==> src/rtl/pfq_pkg.sv <==
package pfq_pkg;

   typedef enum logic [1:0] {
      MV_HOLD    = 2'b00,
      MV_LATCH   = 2'b01,
      MV_ADV_BUS = 2'b10,
      MV_ADV_LAT = 2'b11
   } mv_e;

   typedef enum logic [1:0] {
      ST_NONE = 2'b00,
      ST_INTR = 2'b01,
      ST_EVEN = 2'b10,
      ST_ODD  = 2'b11
   } st_e;

endpackage

==> src/rtl/pfq_edge_sync.sv <==
module pfq_edge_sync #(
   parameter int STAGES = 2,
   parameter int BW     = 8
) (
   input  logic          clk,
   input  logic          rst_n,
   input  logic          e_in,
   input  logic [BW-1:0] bndl_in,
   output logic          e_rise,
   output logic          e_fall,
   output logic [BW-1:0] bndl_out
);
   logic [STAGES-1:0] e_sh;
   logic [BW-1:0]     b_sh [STAGES];
   logic              e_prev;

   if (STAGES < 2) begin : g_bad_stages
      $error("pfq_edge_sync: STAGES must be at least 2");
   end

   for (genvar g = 0; g < STAGES; g++) begin : g_stage
      if (g == 0) begin : g_head
         always_ff @(posedge clk or negedge rst_n) begin
            if (!rst_n) begin
               e_sh[0] <= 1'b0;
               b_sh[0] <= '0;
            end else begin
               e_sh[0] <= e_in;
               b_sh[0] <= bndl_in;
            end
         end
      end else begin : g_tail
         always_ff @(posedge clk or negedge rst_n) begin
            if (!rst_n) begin
               e_sh[g] <= 1'b0;
               b_sh[g] <= '0;
            end else begin
               e_sh[g] <= e_sh[g-1];
               b_sh[g] <= b_sh[g-1];
            end
         end
      end
   end

   always_ff @(posedge clk or negedge rst_n) begin
      if (!rst_n) e_prev <= 1'b0;
      else        e_prev <= e_sh[STAGES-1];
   end

   assign e_rise   =  e_sh[STAGES-1] & ~e_prev;
   assign e_fall   = ~e_sh[STAGES-1] &  e_prev;
   assign bndl_out =  b_sh[STAGES-1];
endmodule

==> src/rtl/pfq_fetch_capture.sv <==
module pfq_fetch_capture #(
   parameter int AW = 16,
   parameter int DW = 16
) (
   input  logic          clk,
   input  logic          rst_n,
   input  logic          e_fall,
   input  logic          rd,
   input  logic [AW-1:0] addr,
   input  logic [DW-1:0] data,
   output logic [AW-1:0] cap_addr,
   output logic [DW-1:0] cap_data,
   output logic          cap_v
);
   always_ff @(posedge clk or negedge rst_n) begin
      if (!rst_n) begin
         cap_addr <= '0;
         cap_data <= '0;
         cap_v    <= 1'b0;
      end else if (e_fall && rd) begin
         cap_addr <= addr;
         cap_data <= data;
         cap_v    <= 1'b1;
      end
   end
endmodule

==> src/rtl/pfq_queue.sv <==
module pfq_queue #(
   parameter int AW = 16,
   parameter int DW = 16
) (
   input  logic          clk,
   input  logic          rst_n,
   input  logic          e_rise,
   input  logic [1:0]    mv_code,
   input  logic [AW-1:0] cap_addr,
   input  logic [DW-1:0] cap_data,
   input  logic          cap_v,
   output logic [AW-1:0] s2_addr,
   output logic [DW-1:0] s2_data,
   output logic          s2_v
);
   import pfq_pkg::*;

   logic [AW-1:0] lat_addr, s1_addr;
   logic [DW-1:0] lat_data, s1_data;
   logic          lat_v, s1_v;
   mv_e           mv;

   assign mv = mv_e'(mv_code);

   always_ff @(posedge clk or negedge rst_n) begin
      if (!rst_n) begin
         lat_addr <= '0; lat_data <= '0; lat_v <= 1'b0;
         s1_addr  <= '0; s1_data  <= '0; s1_v  <= 1'b0;
         s2_addr  <= '0; s2_data  <= '0; s2_v  <= 1'b0;
      end else if (e_rise) begin
         case (mv)
            MV_LATCH: begin
               lat_addr <= cap_addr;
               lat_data <= cap_data;
               lat_v    <= cap_v;
            end
            MV_ADV_BUS: begin
               s2_addr <= s1_addr; s2_data <= s1_data; s2_v <= s1_v;
               s1_addr <= cap_addr; s1_data <= cap_data; s1_v <= cap_v;
            end
            MV_ADV_LAT: begin
               s2_addr <= s1_addr; s2_data <= s1_data; s2_v <= s1_v;
               s1_addr <= lat_addr; s1_data <= lat_data; s1_v <= lat_v;
               lat_v   <= 1'b0;
            end
            default: ;
         endcase
      end
   end
endmodule

==> src/rtl/pfq_start_emit.sv <==
module pfq_start_emit #(
   parameter int AW = 16,
   parameter int OW = 8
) (
   input  logic            clk,
   input  logic            rst_n,
   input  logic            e_fall,
   input  logic [1:0]      st_code,
   input  logic [AW-1:0]   s2_addr,
   input  logic [2*OW-1:0] s2_data,
   input  logic            s2_v,
   output logic            evt_valid,
   output logic            evt_err,
   output logic [1:0]      evt_kind,
   output logic [OW-1:0]   evt_opcode,
   output logic [AW-1:0]   evt_addr
);
   import pfq_pkg::*;

   st_e st;
   assign st = st_e'(st_code);

   always_ff @(posedge clk or negedge rst_n) begin
      if (!rst_n) begin
         evt_valid  <= 1'b0;
         evt_err    <= 1'b0;
         evt_kind   <= 2'b00;
         evt_opcode <= '0;
         evt_addr   <= '0;
      end else begin
         evt_valid <= 1'b0;
         evt_err   <= 1'b0;
         if (e_fall) begin
            case (st)
               ST_INTR: begin
                  evt_valid  <= 1'b1;
                  evt_kind   <= st_code;
                  evt_opcode <= '0;
                  evt_addr   <= '0;
               end
               ST_EVEN: begin
                  evt_kind <= st_code;
                  if (s2_v) begin
                     evt_valid  <= 1'b1;
                     evt_opcode <= s2_data[2*OW-1:OW];
                     evt_addr   <= s2_addr;
                  end else begin
                     evt_err <= 1'b1;
                  end
               end
               ST_ODD: begin
                  evt_kind <= st_code;
                  if (s2_v) begin
                     evt_valid  <= 1'b1;
                     evt_opcode <= s2_data[OW-1:0];
                     evt_addr   <= s2_addr + AW'(1);
                  end else begin
                     evt_err <= 1'b1;
                  end
               end
               default: ;
            endcase
         end
      end
   end
endmodule

==> src/rtl/pfq_rebuild.sv <==
module pfq_rebuild #(
   parameter int AW          = 16,
   parameter int OW          = 8,
   parameter int SYNC_STAGES = 2
) (
   input  logic            clk,
   input  logic            rst_n,
   input  logic [AW-1:0]   bus_addr,
   input  logic [2*OW-1:0] bus_data,
   input  logic            bus_rd,
   input  logic            bus_e,
   input  logic [1:0]      pipe_st,
   output logic            evt_valid,
   output logic            evt_err,
   output logic [1:0]      evt_kind,
   output logic [OW-1:0]   evt_opcode,
   output logic [AW-1:0]   evt_addr
);
   localparam int DW = 2 * OW;
   localparam int BW = AW + DW + 1 + 2;

   if (AW < 2) begin : g_bad_aw
      $error("pfq_rebuild: AW must be at least 2");
   end
   if (OW < 1) begin : g_bad_ow
      $error("pfq_rebuild: OW must be at least 1");
   end

   logic          e_rise, e_fall;
   logic [BW-1:0] bndl_s;
   logic [AW-1:0] s_addr, cap_addr, s2_addr;
   logic [DW-1:0] s_data, cap_data, s2_data;
   logic          s_rd, cap_v, s2_v;
   logic [1:0]    s_pipe;

   pfq_edge_sync #(.STAGES(SYNC_STAGES), .BW(BW)) u_sync (
      .clk     (clk),
      .rst_n   (rst_n),
      .e_in    (bus_e),
      .bndl_in ({bus_addr, bus_data, bus_rd, pipe_st}),
      .e_rise  (e_rise),
      .e_fall  (e_fall),
      .bndl_out(bndl_s)
   );

   assign {s_addr, s_data, s_rd, s_pipe} = bndl_s;

   pfq_fetch_capture #(.AW(AW), .DW(DW)) u_cap (
      .clk     (clk),
      .rst_n   (rst_n),
      .e_fall  (e_fall),
      .rd      (s_rd),
      .addr    (s_addr),
      .data    (s_data),
      .cap_addr(cap_addr),
      .cap_data(cap_data),
      .cap_v   (cap_v)
   );

   pfq_queue #(.AW(AW), .DW(DW)) u_queue (
      .clk     (clk),
      .rst_n   (rst_n),
      .e_rise  (e_rise),
      .mv_code (s_pipe),
      .cap_addr(cap_addr),
      .cap_data(cap_data),
      .cap_v   (cap_v),
      .s2_addr (s2_addr),
      .s2_data (s2_data),
      .s2_v    (s2_v)
   );

   pfq_start_emit #(.AW(AW), .OW(OW)) u_emit (
      .clk       (clk),
      .rst_n     (rst_n),
      .e_fall    (e_fall),
      .st_code   (s_pipe),
      .s2_addr   (s2_addr),
      .s2_data   (s2_data),
      .s2_v      (s2_v),
      .evt_valid (evt_valid),
      .evt_err   (evt_err),
      .evt_kind  (evt_kind),
      .evt_opcode(evt_opcode),
      .evt_addr  (evt_addr)
   );
endmodule

==> config.mk <==
export PLATFORM = sky130hd
export DESIGN_NAME = pfq_rebuild
export DESIGN_NICKNAME = d
export VERILOG_FILES = /design/src/rtl/pfq_pkg.sv /design/src/rtl/pfq_edge_sync.sv /design/src/rtl/pfq_fetch_capture.sv /design/src/rtl/pfq_queue.sv /design/src/rtl/pfq_start_emit.sv /design/src/rtl/pfq_rebuild.sv
export SDC_FILE = /design/constraint.sdc
export NUM_CORES = 1
export LEC_CHECK = 0
export ABC_CLOCK_PERIOD_IN_PS = 2000
export BUFFER_PORTS_ARGS = -buffer_cell sky130_fd_sc_hd__buf_2
export CORE_MARGIN = 10
export CORE_UTILIZATION = 55
export DETAILED_ROUTE_END_ITERATION = 12
export PLACE_DENSITY = 0.74
export SLEW_MARGIN = 10
export SYNTH_ARGS = -nofsm -noshare
export SYNTH_HDL_FRONTEND = slang
export SYNTH_SLANG_ARGS = --single-unit
==> constraint.sdc <==
create_clock -name clk -period 2 [get_ports clk]
set_input_delay 0.1 -clock clk [delete_from_list [all_inputs] [get_ports clk]]
set_output_delay 0.1 -clock clk [all_outputs]
set_load 0.01 [all_outputs]
Word-level counts from Yosys, hierarchy flattened
Index checks and enable logic that the tools add are counted.
Operators by class
  equal/unequal tests: 5
  add/subtract/negate cells: 1
  muxes and demuxes: 16
  reductions and logical operators: 12
  bitwise logic cells: 4
Operators with widths (number)
  16-bit case mux with 2 select lines: 2
  16-bit case mux with 3 select lines: 1
  16-bit 2-to-1 mux: 2
  8-bit case mux with 3 select lines: 1
  16-bit by 1-bit adder with 16-bit output (second input constant): 1
  8-bit 2-to-1 mux: 2
  2-bit AND reduction: 5
  1-bit case mux with 2 select lines: 3
  1-bit 2-to-1 mux: 5
  2-bit == test (second input constant): 2
  2-bit != test (second input constant): 2
  4-bit AND reduction: 1
  2-bit nonzero test: 2
  3-bit nonzero test: 1
  3-bit OR reduction: 1
  1-bit AND: 2
  2-bit by 1-bit == test with 1-bit output (second input constant): 1
  1-bit inverter: 2
  2-bit OR reduction: 1
  1-bit logical AND: 1
Storage, ports and cells
  register bits: 233
  output and inout bits: 28

Longest topological paths before layout
Gate-level depths: netlist (run 1).
  depth after elaboration: 4
  depth in mapped cells: 6

Hierarchy
From an unflattened synthesis (run 1), not the netlist that was laid out.
Unflattened totals
  cell total of the unflattened synthesis: 626
  area total of the unflattened synthesis: 9042.4 µm²
Modules (own cells, without submodules)
  pfq_queue: cells an instance 291, times used 1, area an instance 4132.7 µm², sequential area each 2477.4 µm²
  pfq_edge_sync: cells an instance 110, times used 1, area an instance 2104.5 µm², sequential area each 1826.8 µm²
  pfq_start_emit: cells an instance 155, times used 1, area an instance 1463.9 µm², sequential area each 700.7 µm²
  pfq_fetch_capture: cells an instance 70, times used 1, area an instance 1341.3 µm², sequential area each 825.8 µm²

Least setup slack after synthesis (run 1)
Ideal clock, no wire load.
  kind: register to register
  start: register u_queue.s2_addr[0]
  end: register u_emit.evt_addr[14]
  cell stages (with the launch flop): 7
  arrival time: 1.508 ns
  setup time: 0.069 ns
  setup slack: 0.423 ns
  required time: 1.931 ns
  buffers on the path: 1
  path through: dfrtp_1 ha_1 and4_1 clkbuf_1 nand4_1 or4_1 nand3_1
On the way
  cells in the longest elaborated chain, start to end: 3
RTL lines
  from (decl): RTL line pfq_queue.sv:12  | output logic [AW-1:0] s2_addr,
  from (signal assigned): RTL line pfq_queue.sv:38  | s2_addr <= s1_addr; s2_data <= s1_data; s2_v <= s1_v;
  from (signal assigned): RTL line pfq_queue.sv:42  | s2_addr <= s1_addr; s2_data <= s1_data; s2_v <= s1_v;
  16-bit by 1-bit adder with 16-bit output: RTL line pfq_start_emit.sv:56  | evt_addr <= s2_addr + AW'(1);
  16-bit 2-to-1 mux: RTL line pfq_start_emit.sv:53  | if (s2_v) begin
  16-bit case mux with 3 select lines: RTL line pfq_start_emit.sv:34  | case (st)
  to (signal assigned): RTL line pfq_start_emit.sv:46  | evt_addr <= s2_addr;
  to (signal assigned): RTL line pfq_start_emit.sv:56
  to (decl): RTL line pfq_start_emit.sv:16  | output logic [AW-1:0] evt_addr
Every way passes these cells. The select of a mux whose other input is x is not followed.
A chain may end at the register's enable or synchronous reset.

Final worst setup path (run 1)
Ends and elaborated chain as after synthesis.

==> results of run 1 <==
## power by group through the flow
| stage | Clock, mW | Combinational [mW] | Sequential [mW] |
|---|---|---|---|
| after detailed placement | 0 | 1.65 | 6.42 |
| after CTS | 4.35 | 1.73 | 6.34 |
| after global placement | 0 | 1.56 | 6.34 |
| final | 4.28 | 1.69 | 6.35 |
| after global routing | 4.55 | 1.90 | 6.47 |
| after floorplan | 0 | 1.08 | 6.25 |
## routing by layer
| layer | share of wire (%) | GRT usage, % | vias up |
|---|---|---|---|
| met1 | 44 | 19.17 | 2471 |
| met2 | 49 | 25.55 | 117 |
| met4 | 1.5 | 4.675 | 0 |
| met3 | 5.5 | 3.465 | 26 |
| met5 | 0 | 0 | - |
| li1 | - | - | 2317 |
## worst register-to-register path, cell delays in order (launching register included)
cell     delay (ns)
dfrtp_1        0.42
ha_1           0.19
and4_1         0.37
nand4_1        0.17
or4_1          0.44
nand3_1        0.10
## kinds of logic after synthesis
kind of cell             share of synthesized area (%)
buffers and inverters                            1.973
AND/OR/NAND/NOR                                  6.382
flip-flops                                       69.65
XOR/XNOR                                         1.360
AO/OA/AOI/OAI                                    5.978
adder cells (fa/ha/maj)                         0.1494
multiplexers                                     14.51
## per-stage QoR
stage	hold slack [ns]	setup slack (ns)
2_1_floorplan	-0.1956	0.4226
3_5_place_dp	0.1045	0.2771
4_1_cts	0.1689	0.2620
5_1_grt	0.1824	0.1230
6_report	0.1441	0.2405
3_3_place_gp	0.09613	0.3494
## how the worst max path moves through the flow
stage,startpoint,to,slack [ns],depth (start not counted)
floorplan,u_queue.s2_addr[0]$_DFFE_PN0P_,u_emit.evt_addr[14]$_DFFE_PN0P_,0.42,6
global placement,u_sync.bndl_out[0]$_DFF_PN0_,u_queue.lat_data[0]$_DFFE_PN0P_,0.35,4
detailed placement,u_sync.bndl_out[0]$_DFF_PN0_,u_queue.lat_data[12]$_DFFE_PN0P_,0.28,4
CTS,u_queue.s2_addr[0]$_DFFE_PN0P_,u_emit.evt_addr[14]$_DFFE_PN0P_,0.26,5
global route,u_queue.s2_addr[0]$_DFFE_PN0P_,u_emit.evt_addr[14]$_DFFE_PN0P_,0.12,5
finish,u_queue.s2_addr[0]$_DFFE_PN0P_,u_emit.evt_addr[14]$_DFFE_PN0P_,0.24,5
## layout by cell type (no fill, tap or decap), types with 3 or more instances in the layout
cell,count
clkbuf_16,24
buf_4,12
nor4_1,4
buf_12,4
xnor2_1,7
dlygate4sd3_1,37
nand2_1,83
nand3_1,4
xor2_1,6
buf_2,64
inv_1,3
dfrtp_1,233
clkinv_2,4
nor2_1,4
o22ai_1,32
clkbuf_1,5
o21ai_0,57
nand4_1,6
clkbuf_8,5
mux2_2,107
## layout make-up
type	count	share of cell area [%]
Sequential cell	233	57.69
Timing Repair Buffer	118	8.666
Multi-Input combinational cell	331	23.59
Inverter	4	0.1486
Clock inverter	7	0.7675
Clock buffer	34	6.809
Tap cell	188	2.327
## registers in the layout (all words and copies together), names as in the netlist, 2 cells and up
name,flops
u_cap.cap_addr,16
u_cap.cap_data,16
u_emit.evt_addr,16
u_emit.evt_kind,2
u_emit.evt_opcode,8
u_queue.lat_addr,16
u_queue.lat_data,16
u_queue.s1_addr,16
u_queue.s1_data,16
u_queue.s2_addr,16
u_queue.s2_data,16
u_sync.b_sh,35
u_sync.bndl_out,35
u_sync.e_sh,2
==> reports/metrics.cfg, run 1 <==
[worst_setup_path]
ff2ff_setup_slack_ns = 0.24
slowest_delay_ns = 0.44
cp.required_ns = 2.45
crit_chain = ha_1, and4_1, nand4_1, or4_1, nand3_1
cp.arrival_ns = 2.21
path_delay_family = simple AND/OR/NAND/NOR gates
worst-path-buf-inv = 0
crit_path_end_kind = flop
rr_worst_depth = 5
cp_slowest_cell = or4_1
cp_max_fo = 6
crit_type = reg -> reg
critPathLaunchType = flop
r2r_end = u_emit.evt_addr[14]$_DFFE_PN0P_
r2r-start = u_queue.s2_addr[0]$_DFFE_PN0P_

[timing]
slew_viol_final = 0
tns_ns = 0
fmax_ghz = 0.5683
finalHoldViolations = 0
setup_viol = 0
rsz0062_at_grt = false
slew_headroom_pct = 62.56
worst-slew-pin-transition_ns = 0.5616
post-route-period-util_pct = 87.97
skew_ns = 0.009015
period_minus_slack_ns = 1.759

[layout]
antenna_cells = 0
area_delta_synth_final_pct = 20.73
fin_cells = 915
multi_input_area_mm2 = 0.002385
drive_above_1_share_pct = 31.50
utilization_pct = 67.23
ff_latch_area_mm2 = 0.005831
nFillCells = 1021
fin_nets = 751
fin_area_mm2 = 0.01011

[drt]
avgViaCountPerCell = 5.389
num_vias = 4931
wl_per_cell_um = 16.79
totalWireLength_um = 15360
drc = 0
drtPass1Iterations = 6
drt-initial-drc-count = 348
drtAntennaViolNets = 0

[logic_synthesis]
yosysMostFrequentCell = dfrtp_1
yosys.area.top_type_share_pct = 69.65
ys_seq_elements = 233
netlist_area_mm2 = 0.008372
synth_cell_types = 33
yosys.area.top_type = dfrtp_1
synthTopCellsByCount = 233 x dfrtp_1, 107 x mux2_2, 84 x nand2_1, 57 x o21ai_0, 32 x o22ai_1
synth_ff_type = dfrtp_1
synth_area_leaders = dfrtp_1 70%, mux2_2 14%, nand2_1 3.8%, o21ai_0 3.4%, o22ai_1 2.4%
async_flop_share_pct = 100.0
yosysWarnings = 0
avgSynthCellArea_um2 = 13.93
synth_fp_nets = 640
synth-edff-count = 0
synthCells = 601
ys_seq_area_share_pct = 69.65

[floorplanning]
rows = 45
start_util_pct = 55.69
top_level_ports = 66
die-height_um = 143.4
die_area_mm2 = 0.02056
coreArea_mm2 = 0.01503
die_w_um = 143.4

[placement]
port_buffers = 65
dp.cells = 837
hpwl_um = 9794
placed_area_mm2 = 0.008971
gp_congestion = 0.8049

[global_route]
antenna_found_initial = 0
grt_max_degree = 78
grt-ovfl-total = 0
grt_pass1_wl_um = 25670
grtUsageTotal_pct = 15.18
grt_pass1_vias = 5299

[clock_tree]
cts_tree = yes
htree_levels = 1
hold_buffers = 37
postCtsSetupBuffers = 0
clkLatencyLatePin_ns = 0.51
clkTransAtPathRegs_ns = 0.06
cts.path.max_buffers = 3
cts_buffers = 24
cts-resized-gates = 0
cts.sinks = 233
root_buffer = clkbuf_16

[flow_run]
maxCapViolations = 0

[power]
swShare_pct = 25.84
p_clk_share_pct = 34.7
p_int_mw = 9.140
p_comb_share_pct = 13.7
powerDensity_mw_per_mm2 = 1219
power_frac_seq_pct = 51.5
power_mw = 12.33
ir_worst_vdd_uv = 771.0
p_switching_mw = 3.185
leakage_nw = 4.651

[run_status]
status = finished, final reports clean

[hold_path]
worstHoldPathType = in -> async

No activity file was read; power rests on OpenSTA's default activity.
==> run 2: changes to the inputs <==
MAX_ROUTING_LAYER = met4   (was not set)
SLEW_MARGIN = 5   (was 10)
==> reports/metrics.cfg, run 2 (synthesis results as in run 1) <==
[run_status]
status = finished, final reports clean

[timing]
setup_viol = 0  ; unchanged
finalHoldViolations = 0  ; unchanged
period_minus_slack_ns = 1.756  ; -0.003919 ns
fmax_ghz = 0.5696  ; +0.22%
skew_ns = 0.009117  ; +0.0001021 ns
worst-slew-pin-transition_ns = 0.5597  ; -0.001921 ns
post-route-period-util_pct = 87.78  ; -0.20 points
slew_headroom_pct = 62.69  ; +0.13 points
tns_ns = 0  ; unchanged
fin_ws_ns = 0.2444  ; +0.003919 ns
slew_viol_final = 0  ; unchanged
rsz0062_at_grt = false

[drt]
num_vias = 4938  ; +0.14%
wl_per_cell_um = 16.83  ; +0.25%
drtPass1Iterations = 4  ; -2
drc = 0  ; unchanged
avgViaCountPerCell = 5.397  ; +0.14%
drtAntennaViolNets = 0  ; unchanged
totalWireLength_um = 15400  ; +0.25%
drt-initial-drc-count = 359  ; +3.2%

[floorplanning]
die-height_um = 143.4  ; unchanged
coreArea_mm2 = 0.01503  ; unchanged
top_level_ports = 66  ; unchanged
rows = 45  ; unchanged
die_w_um = 143.4  ; unchanged
start_util_pct = 55.69  ; unchanged
die_area_mm2 = 0.02056  ; unchanged

[clock_tree]
postCtsSetupBuffers = 0  ; unchanged
cts.sinks = 233  ; unchanged
cts.path.max_buffers = 3  ; unchanged
cts-resized-gates = 0  ; unchanged
clkTransAtPathRegs_ns = 0.06  ; about the same
cts_buffers = 24  ; unchanged
clkLatencyLatePin_ns = 0.51  ; about the same
htree_levels = 1  ; unchanged
root_buffer = clkbuf_16
hold_buffers = 37  ; unchanged
cts_tree = yes

[placement]
hpwl_um = 9794  ; unchanged
port_buffers = 65  ; unchanged
gp_congestion = 0.8165  ; +1.4%
dp_slack_ns = 0.2771  ; unchanged

[worst_setup_path]
crit_chain = ha_1, and4_1, nand4_1, or4_1, nand3_1
rr_worst_depth = 5  ; unchanged
critPathLaunchType = flop
crit_cells = 5  ; unchanged
worst-path-buf-inv = 0  ; unchanged
crit_type = reg -> reg
cp_slowest_cell = or4_1
path_delay_family = simple AND/OR/NAND/NOR gates
cp.required_ns = 2.45  ; about the same
cp_max_fo = 6  ; unchanged
cp.arrival_ns = 2.20  ; about the same
crit_path_end_kind = flop
slowest_delay_ns = 0.44  ; about the same

[global_route]
grtUsageTotal_pct = 15.64  ; +0.46 points
use_met2_pct = 25.58  ; about the same
grt_pass1_wl_um = 25720  ; +0.21%
top_usage_layer = met2
grt_max_degree = 78  ; unchanged
use_met3_pct = 3.201  ; -0.26 points
grt_pass1_vias = 5287  ; -0.23%
use_met1_pct = 19.41  ; +0.24 points
antenna_found_initial = 0  ; unchanged
grt-ovfl-total = 0  ; unchanged

[power]
ir_worst_vdd_uv = 771.0  ; about the same
leakage_nw = 4.651  ; unchanged
powerDensity_mw_per_mm2 = 1220  ; about the same

[layout]
fin_nets = 751  ; unchanged
final_cell_mix = 233 x dfrtp_1, 107 x mux2_2, 83 x nand2_1, 64 x buf_2, 57 x o21ai_0
nFillCells = 1021  ; unchanged
area_delta_synth_final_pct = 20.73  ; unchanged
final_common_cell = dfrtp_1
drive_above_1_share_pct = 31.50  ; unchanged
antenna_cells = 0  ; unchanged

[hold_path]
worstHoldPathType = in -> async

[flow_run]
maxCapViolations = 0  ; unchanged

-- run 2: cell counts in the layout (fill, tap and decap cells not counted) --
Identical to the previous run, type by type.
-- run 2: stage by stage --
step / cell area [um2] / hold slack [ns] / total power, mW / std cells / utilization, %
detailed placement: 8971 / 0.1045 / 8.070 / 837 / 59.68
floorplan: 8372 / -0.1956 / 7.327 / 601 / -
global placement: 8971 / 0.09613 / 7.901 / 837 / 59.68
CTS: 10110 / 0.1689 / 12.42 / 915 / 67.23
global route: 10110 / 0.1824 / 12.92 / 915 / 67.23
finish: 10110 / 0.1366 / 12.33 / 915 / 67.23
-- run 2: layout make-up --
class / count / area, um2 / area share [%]
Multi-Input combinational cell: 331 / 2385 / 23.59
Sequential cell: 233 / 5831 / 57.69
Clock inverter: 7 / 77.57 / 0.7675
Inverter: 4 / 15.01 / 0.1486
Clock buffer: 34 / 688.2 / 6.809
Timing Repair Buffer: 118 / 875.8 / 8.666
Tap cell: 188 / 235.2 / 2.327
-- run 2: power breakdown --
part | leakage, nW | internal, mW | switching (mW) | total, mW
clock network | 0.380 | 2.53 | 1.76 | 4.28
registers | 2.85 | 5.68 | 0.675 | 6.35
logic | 1.42 | 0.938 | 0.756 | 1.69
-- run 2: worst paths after layout --
kind | slack (ns) | end | from
max in group asynchronous | 1.05 | u_sync.bndl_out[31]$_DFF_PN0_ | rst_n
worst max register to register | 0.24 | u_emit.evt_addr[14]$_DFFE_PN0P_ | u_queue.s2_addr[0]$_DFFE_PN0P_
worst max-delay path | 0.24 | u_emit.evt_addr[14]$_DFFE_PN0P_ | u_queue.s2_addr[0]$_DFFE_PN0P_
min in group clk | 0.22 | u_sync.b_sh[53]$_DFF_PN0_ | bus_data[15]
worst min register to register | 0.34 | u_sync.e_sh[1]$_DFF_PN0_ | u_sync.e_sh[0]$_DFF_PN0_
worst min-delay path | 0.14 | u_queue.s2_addr[6]$_DFFE_PN0P_ | rst_n
-- run 2: layer usage --
metal / routed length [um] / vias to the layer above / part of all wire, %
met5: 0 / - / 0
met3: 839 / 28 / 5.4
met2: 7574 / 118 / 49
li1: - / 2310 / -
met4: 231 / 0 / 1.5
met1: 6754 / 2482 / 44
==> run 3: changes to the inputs <==
ABC_CLOCK_PERIOD_IN_PS = 1950   (was 2000)
clock period = 1.95 ns   (was 2 ns; I/O delays follow)
==> reports/metrics.cfg, run 3 (synthesis results as in run 1) <==
[run_status]
status = finished, final reports clean

[layout]
final_cell_mix = 233 x dfrtp_1, 107 x mux2_2, 83 x nand2_1, 64 x buf_2, 57 x o21ai_0
fin_area_mm2 = 0.01004  ; -0.67%
final_common_cell = dfrtp_1
fin_cells = 913  ; -0.22%
nFillCells = 1074  ; +5.2%
antenna_cells = 0  ; unchanged
drive_above_1_share_pct = 31.03  ; -0.46 points
fin_nets = 750  ; -0.13%
area_delta_synth_final_pct = 19.92
utilization_pct = 66.78  ; -0.45 points
multi_input_area_mm2 = 0.002385  ; unchanged
ff_latch_area_mm2 = 0.005831  ; unchanged

[clock_tree]
cts.sinks = 233  ; unchanged
cts_buffers = 23  ; -4.2%
clkLatencyLatePin_ns = 0.50  ; about the same
root_buffer = clkbuf_16
cts.path.max_buffers = 3  ; unchanged
cts-resized-gates = 0  ; unchanged
cts_tree = yes
htree_levels = 1  ; unchanged
clkTransAtPathRegs_ns = 0.06  ; about the same

[worst_setup_path]
cp_slowest_cell = mux2_2
cp.required_ns = 2.33  ; -0.12 ns
crit_type = reg -> reg
slowest_delay_ns = 0.38  ; -0.06 ns
cp.arrival_ns = 2.08  ; -0.12 ns
path_delay_family = simple AND/OR/NAND/NOR gates
cp_max_fo = 20  ; +14
crit_path_end_kind = flop
worst-path-buf-inv = 1  ; +1
crit_chain = nor2b_1, nor3b_4, buf_4, mux2_2
critPathLaunchType = flop

[timing]
tns_ns = 0  ; unchanged
setup_viol = 0  ; unchanged
period_minus_slack_ns = 1.700  ; -0.05529 ns
worst-slew-pin-transition_ns = 0.5092  ; -0.05052 ns
finalHoldViolations = 0  ; unchanged
skew_ns = 0.008607  ; -0.0005104 ns
post-route-period-util_pct = 87.19  ; -0.58 points
slew_viol_final = 0  ; unchanged
slew_headroom_pct = 66.06  ; +3.4 points
fmax_ghz = 0.5881  ; +3.3%
rsz0062_at_grt = false

[power]
power_mw = 12.25  ; -0.65%
ir_worst_vdd_uv = 712.0  ; -7.7%
powerDensity_mw_per_mm2 = 1220  ; about the same
leakage_nw = 4.617  ; -0.74%

[placement]
dp.cells = 837  ; unchanged
hpwl_um = 9642  ; -1.5%
gp_congestion = 0.8434  ; +3.3%
port_buffers = 65  ; unchanged
placed_area_mm2 = 0.008984  ; +0.14%

[floorplanning]
coreArea_mm2 = 0.01503  ; unchanged
rows = 45  ; unchanged
top_level_ports = 66  ; unchanged
die_w_um = 143.4  ; unchanged
die-height_um = 143.4  ; unchanged
die_area_mm2 = 0.02056  ; unchanged
start_util_pct = 55.69  ; unchanged

[drt]
totalWireLength_um = 15130  ; -1.7%
avgViaCountPerCell = 5.394  ; about the same
drt-initial-drc-count = 305  ; -15%
drc = 0  ; unchanged
drtPass1Iterations = 4  ; unchanged
wl_per_cell_um = 16.58  ; -1.5%
num_vias = 4925  ; -0.26%
drtAntennaViolNets = 0  ; unchanged

[global_route]
grt_pass1_vias = 5195  ; -1.7%
antenna_found_initial = 0  ; unchanged
grt-ovfl-total = 0  ; unchanged
grtUsageTotal_pct = 15.57  ; -0.073 points
grt_pass1_wl_um = 25720  ; about the same
grt_max_degree = 100  ; +28%

[hold_path]
worstHoldPathType = in -> async

[flow_run]
maxCapViolations = 0  ; unchanged

[run 3: path summary, 6_finish.rpt]
| path | startpoint | to | slack (ns) | cells past startpoint |
|---|---|---|---|---|
| max | u_sync.e_sh[1]$_DFF_PN0_ | u_queue.lat_addr[13]$_DFFE_PN0P_ | 0.25 | 4 |
| min | rst_n | u_emit.evt_addr[1]$_DFFE_PN0P_ | 0.14 | 2 |
| max reg2reg | u_sync.e_sh[1]$_DFF_PN0_ | u_queue.lat_addr[13]$_DFFE_PN0P_ | 0.25 | 4 |
| min reg2reg | u_sync.b_sh[36]$_DFF_PN0_ | u_sync.bndl_out[1]$_DFF_PN0_ | 0.34 | 0 |
| max in group asynchronous | rst_n | u_queue.s1_data[4]$_DFFE_PN0P_ | 1.05 | 3 |
| min in group clk | bus_data[10] | u_sync.b_sh[48]$_DFF_PN0_ | 0.24 | 2 |
[run 3: per-stage QoR]
stage               hold slack (ns)  setup WS, ns
floorplan                   -0.1981        0.3726
global placement            0.07941        0.3395
detailed placement          0.08578        0.2686
CTS                          0.1551        0.2497
global route                 0.1914        0.1191
finish                       0.1415        0.2497
[run 3: timing repair]
action                                 4_1_cts  5_1_grt
setup buffers                                0        0
endpoints found under the hold margin      178        0
hold buffers                                37        0
[run 3: cell type report]
class	instances	share of cell area, %
timing repair buffer	118	8.848
multi-input combinational	331	23.75
sequential	233	58.08
clock inverter	5	0.2866
inverter	4	0.1496
tap	188	2.343
clock buffer	34	6.543
[run 3: layer usage]
metal  vias up  track usage, %  wire (um)
li1       2313               -          -
met1      2488           20.62       7032
met2       106           24.38       7244
met3        18           2.838        663
met4         0           4.406        195
met5         -               -          0
[run 3: report_power, final]
group	switching [mW]	total (mW)	internal [mW]	leakage, nW
registers	0.668	6.49	5.82	2.85
logic	0.777	1.74	0.963	1.42
clock network	1.70	4.02	2.32	0.341
